--- config.mk ---
export PLATFORM = sky130hd
export DESIGN_NAME = dlm_euler_step
export DESIGN_NICKNAME = d
export VERILOG_FILES = /design/src/rtl/dlm_pkg.sv /design/src/rtl/dlm_sat.sv /design/src/rtl/dlm_euler_step.sv
export SDC_FILE = /design/constraint.sdc
export NUM_CORES = 2
export LEC_CHECK = 0
export BUFFER_PORTS_ARGS = -buffer_cell sky130_fd_sc_hd__buf_2
export CAP_MARGIN = 10
export CORE_MARGIN = 2
export CORE_UTILIZATION = 30
export DETAILED_ROUTE_END_ITERATION = 10
export PLACE_DENSITY = 0.5
export SETUP_SLACK_MARGIN = 0.3
export SYNTH_ARGS = -nofsm -noshare
export SYNTH_HDL_FRONTEND = slang
export SYNTH_SLANG_ARGS = --single-unit
--- constraint.sdc ---
create_clock -name vclk -period 20.3
set_clock_uncertainty 0.2 [all_clocks]
set_input_delay 3.045 -clock vclk [all_inputs]
set_output_delay 3.045 -clock vclk [all_outputs]
set_load 0.01 [all_outputs]
--- src/rtl/dlm_pkg.sv ---
package dlm_pkg;

  typedef enum logic [1:0] {
    MODE_OFF = 2'd0,
    MODE_FWD = 2'd1,
    MODE_REV = 2'd2
  } cond_mode_e;

endpackage

--- src/rtl/dlm_sat.sv ---
module dlm_sat #(
  parameter int IN_W  = 68,
  parameter int OUT_W = 32
) (
  input  logic signed [IN_W-1:0]  d,
  output logic signed [OUT_W-1:0] q
);

  localparam logic signed [IN_W-1:0] HI = IN_W'({1'b0, {(OUT_W-1){1'b1}}});
  localparam logic signed [IN_W-1:0] LO = -HI - IN_W'(1);

  always_comb begin
    if (d > HI)      q = HI[OUT_W-1:0];
    else if (d < LO) q = LO[OUT_W-1:0];
    else             q = d[OUT_W-1:0];
  end

endmodule

--- src/rtl/dlm_euler_step.sv ---
module dlm_euler_step
  import dlm_pkg::*;
#(
  parameter int W    = 32,
  parameter int FRAC = 24,
  parameter int KL   = 3355443,
  parameter int KR   = 335544,
  parameter int KC   = 335544,
  parameter int KD   = 3355
) (
  input  cond_mode_e          mode,
  input  logic signed [W-1:0] vs,
  input  logic signed [W-1:0] cur,
  input  logic signed [W-1:0] vdc,
  output logic signed [W-1:0] cur_nx,
  output logic signed [W-1:0] vdc_nx
);

  localparam int ACC_W = 2 * W + 4;
  localparam logic signed [ACC_W-1:0] CL = ACC_W'(KL);
  localparam logic signed [ACC_W-1:0] CR = ACC_W'(KR);
  localparam logic signed [ACC_W-1:0] CC = ACC_W'(KC);
  localparam logic signed [ACC_W-1:0] CD = ACC_W'(KD);

  logic signed [ACC_W-1:0] vs_e, cur_e, vdc_e;
  logic signed [ACC_W-1:0] drive, cap_in;
  logic signed [ACC_W-1:0] cur_acc, vdc_acc;
  logic signed [ACC_W-1:0] cur_sum, vdc_sum;

  always_comb begin
    vs_e  = ACC_W'(vs);
    cur_e = ACC_W'(cur);
    vdc_e = ACC_W'(vdc);
    case (mode)
      MODE_FWD: begin
        drive  = vs_e - vdc_e;
        cap_in = cur_e;
      end
      MODE_REV: begin
        drive  = vs_e + vdc_e;
        cap_in = -cur_e;
      end
      default: begin
        drive  = '0;
        cap_in = '0;
      end
    endcase
    cur_acc = CL * drive - CR * cur_e;
    vdc_acc = CC * cap_in - CD * vdc_e;
    vdc_sum = vdc_e + (vdc_acc >>> FRAC);
    if (mode == MODE_OFF) cur_sum = '0;
    else                  cur_sum = cur_e + (cur_acc >>> FRAC);
  end

  dlm_sat #(.IN_W(ACC_W), .OUT_W(W)) u_sat_cur (.d(cur_sum), .q(cur_nx));
  dlm_sat #(.IN_W(ACC_W), .OUT_W(W)) u_sat_vdc (.d(vdc_sum), .q(vdc_nx));

endmodule

==> impl_metrics.toml <==
[global_route]
grt_pass1_vias = 57410
grt_usage_pct = 19.86
grt_max_degree = 87
antenna_found_initial = 5
grt_pass1_wl_um = 341200
grt-ovfl-total = 0

[logic_synthesis]
synth_top_family_by_area = "adder cells"
synth-simple-area-share_pct = 6.785
yosysWarnings = 0
synth_fa_ha_area_share_pct = 62.88
yosysUniqueCellTypes = 98
synth_nets = 9801
syn_area_mm2 = 0.06494
synthXorXnorAreaFrac_pct = 5.649
synthCells = 7195
avgSynthCellArea_um2 = 9.026
synth_compound_area_share_pct = 11.57
ys_seq_area_share_pct = 0
muxShareOfSynthArea_pct = 0.2273

[worst_setup_path]
worstSetupPathType = "in2out"
arrival_ps = 17950
cp_common_cell = "fa_1"
cp_data_required_time_ps = 17060
cp-start-kind = "input port"
critPathMaxFanout = 7
critPathMaxStageDelay_ps = 540
cp-end-kind = "output port"
slowest_stage = "fa_1"

[final_layout]
seq_cell_count = 0
layout-drive-gt1-share_pct = 26.47
nNetsFinal = 11490
fillerInstances = 21790
layoutNonFillerInstCount = 11730
ff_latch_area_um2 = 0
fin_util_pct = 39.54
syn_to_final_growth_pct = 30.79
design_area_mm2 = 0.08494
n_clock_buffer = 0

[flow_run]
maxCapViolations = 0

[die]
rows = 170
dieWidth_um = 469.3
die_y_um = 469.3
dieArea_mm2 = 0.2202
io_pins = 162
start_util_pct = 30.23
coreArea_mm2 = 0.2148

[worst_hold_path]
hp-class = "in2out"
hold_path_depth = 5
min-delay-start = "vdc[1]"
min_to = "vdc_nx[1]"

[sta]
slew_violations = 0
fin_crit_ps = 21200
setup_ws_ps = -898.8
slew_headroom_pct = 49.17
fin_crit_sh_pct = 104.4
setup_viol = 63
max_slew.worst_pin.slew_ps = 762.5
hold_violations = 0
rsz0062_at_grt = "true"
setup_tns_ps = -40000
fmax_mhz = 47.17

[routing]
viasPerCell = 4.578
ant_nets = 0
first_pass_iters = 5
avgRoutedWirePerCell_um = 18.66
vias = 53690
drtIter0Drc = 2711
post-route-drc-count = 0
wirelength_um = 218800

[placed_design]
globalplace.congestion = 0.9836
placed_area_mm2 = 0.08062
dp.cells = 11610
io_buffers = 162
hpwl_um = 198800

[outcome]
violations = "negative setup slack"
status = "finished with violations"

[clock_network]
postCtsHoldBufs = 0
==> repair_timing <==
item,in CTS,in global routing
endpoints found under the hold margin,0,0
resized for setup,427,255
gates cloned,10,0
pin swaps,254,233
buffers inserted,64,43
setup endpoints to repair,64,64
==> how the worst max path moves through the flow <==
stage           start    endpoint  slack, ps  cells past startpoint
2_1_floorplan  cur[0]   vdc_nx[4]        300                     67
3_3_place_gp   cur[1]   vdc_nx[4]      -1880                     70
3_5_place_dp   cur[1]  vdc_nx[27]      -1910                     68
4_1_cts        cur[3]  vdc_nx[30]       -980                     74
5_1_grt        cur[0]   vdc_nx[3]      -1440                     74
6_report       cur[1]   vdc_nx[4]       -900                     70
==> synthesized netlist by cell type, types with 57 or more instances <==
| cell type | number | share of area (%) |
|---|---|---|
| inv_1 | 2121 | 12 |
| fa_1 | 1260 | 39 |
| ha_1 | 1248 | 24 |
| a21oi_1 | 350 | 2.7 |
| xnor2_1 | 294 | 4.0 |
| nor2_1 | 225 | 1.3 |
| a21o_1 | 214 | 2.5 |
| nand2_1 | 206 | 1.2 |
| o21ai_0 | 190 | 1.5 |
| xor2_1 | 123 | 1.7 |
| clkbuf_1 | 80 | 0.46 |
| nand3_1 | 71 | 0.55 |
| nand4_1 | 63 | 0.61 |
| nor3_1 | 57 | 0.44 |
==> layer usage <==
metal  wire length (um)  track usage, %  vias up
met4               3812           2.227        2
li1                   -               -    25970
met3               8561           1.639      126
met1             104400           28.79    26760
met2             102000           33.06      826
met5                 20               0        -
==> cells in the final DEF, fill, tap and decap left out, types with 38 or more instances in the layout <==
cell	count
a21o_1	213
a21oi_1	296
a21oi_2	49
and3_1	40
buf_2	134
buf_4	1574
buf_6	41
fa_1	1236
ha_1	1154
ha_4	70
inv_1	2078
nand2_1	192
nand2b_1	54
nand3_1	59
nand4_1	63
nor2_1	187
nor2b_1	39
nor3_1	48
o21a_1	41
o21ai_0	116
o21ai_2	43
o21bai_1	44
or2_2	38
xnor2_1	272
xor2_1	106
==> cell families after synthesis <==
group | count (synthesis)
compound gates | 1143
simple gates | 891
fa+ha+maj | 2508
buf+inv | 2221
xor+xnor | 418
mux | 14
==> critical path, delay by kind of cell <==
family | cells | cell delay [ps]
xor+xnor | 3 | 390
compound gates | 17 | 3600
simple gates | 11 | 1870
fa+ha+maj | 16 | 6490
buf+inv | 23 | 2600
==> cell type report <==
| cell class | count | area, um^2 | share of cell area (%) |
|---|---|---|---|
| inverters | 2124 | 8019 | 9.441 |
| diodes | 4 | 10.01 | 0.01178 |
| well taps | 2838 | 3551 | 4.181 |
| repair buffers | 1786 | 13720 | 16.16 |
| multi-input cells | 4974 | 59630 | 70.21 |
==> metrics by stage <==
step	setup WS (ps)	hold slack, ps
5_1_grt	-1436	6649
3_5_place_dp	-1913	6578
6_report	-898.8	6569
3_3_place_gp	-1877	6574
4_1_cts	-977.5	6600
2_1_floorplan	302.1	6132
Power is not shown: default switching activity piles up to over one toggle a cycle in this logic, so the estimate is an artifact.
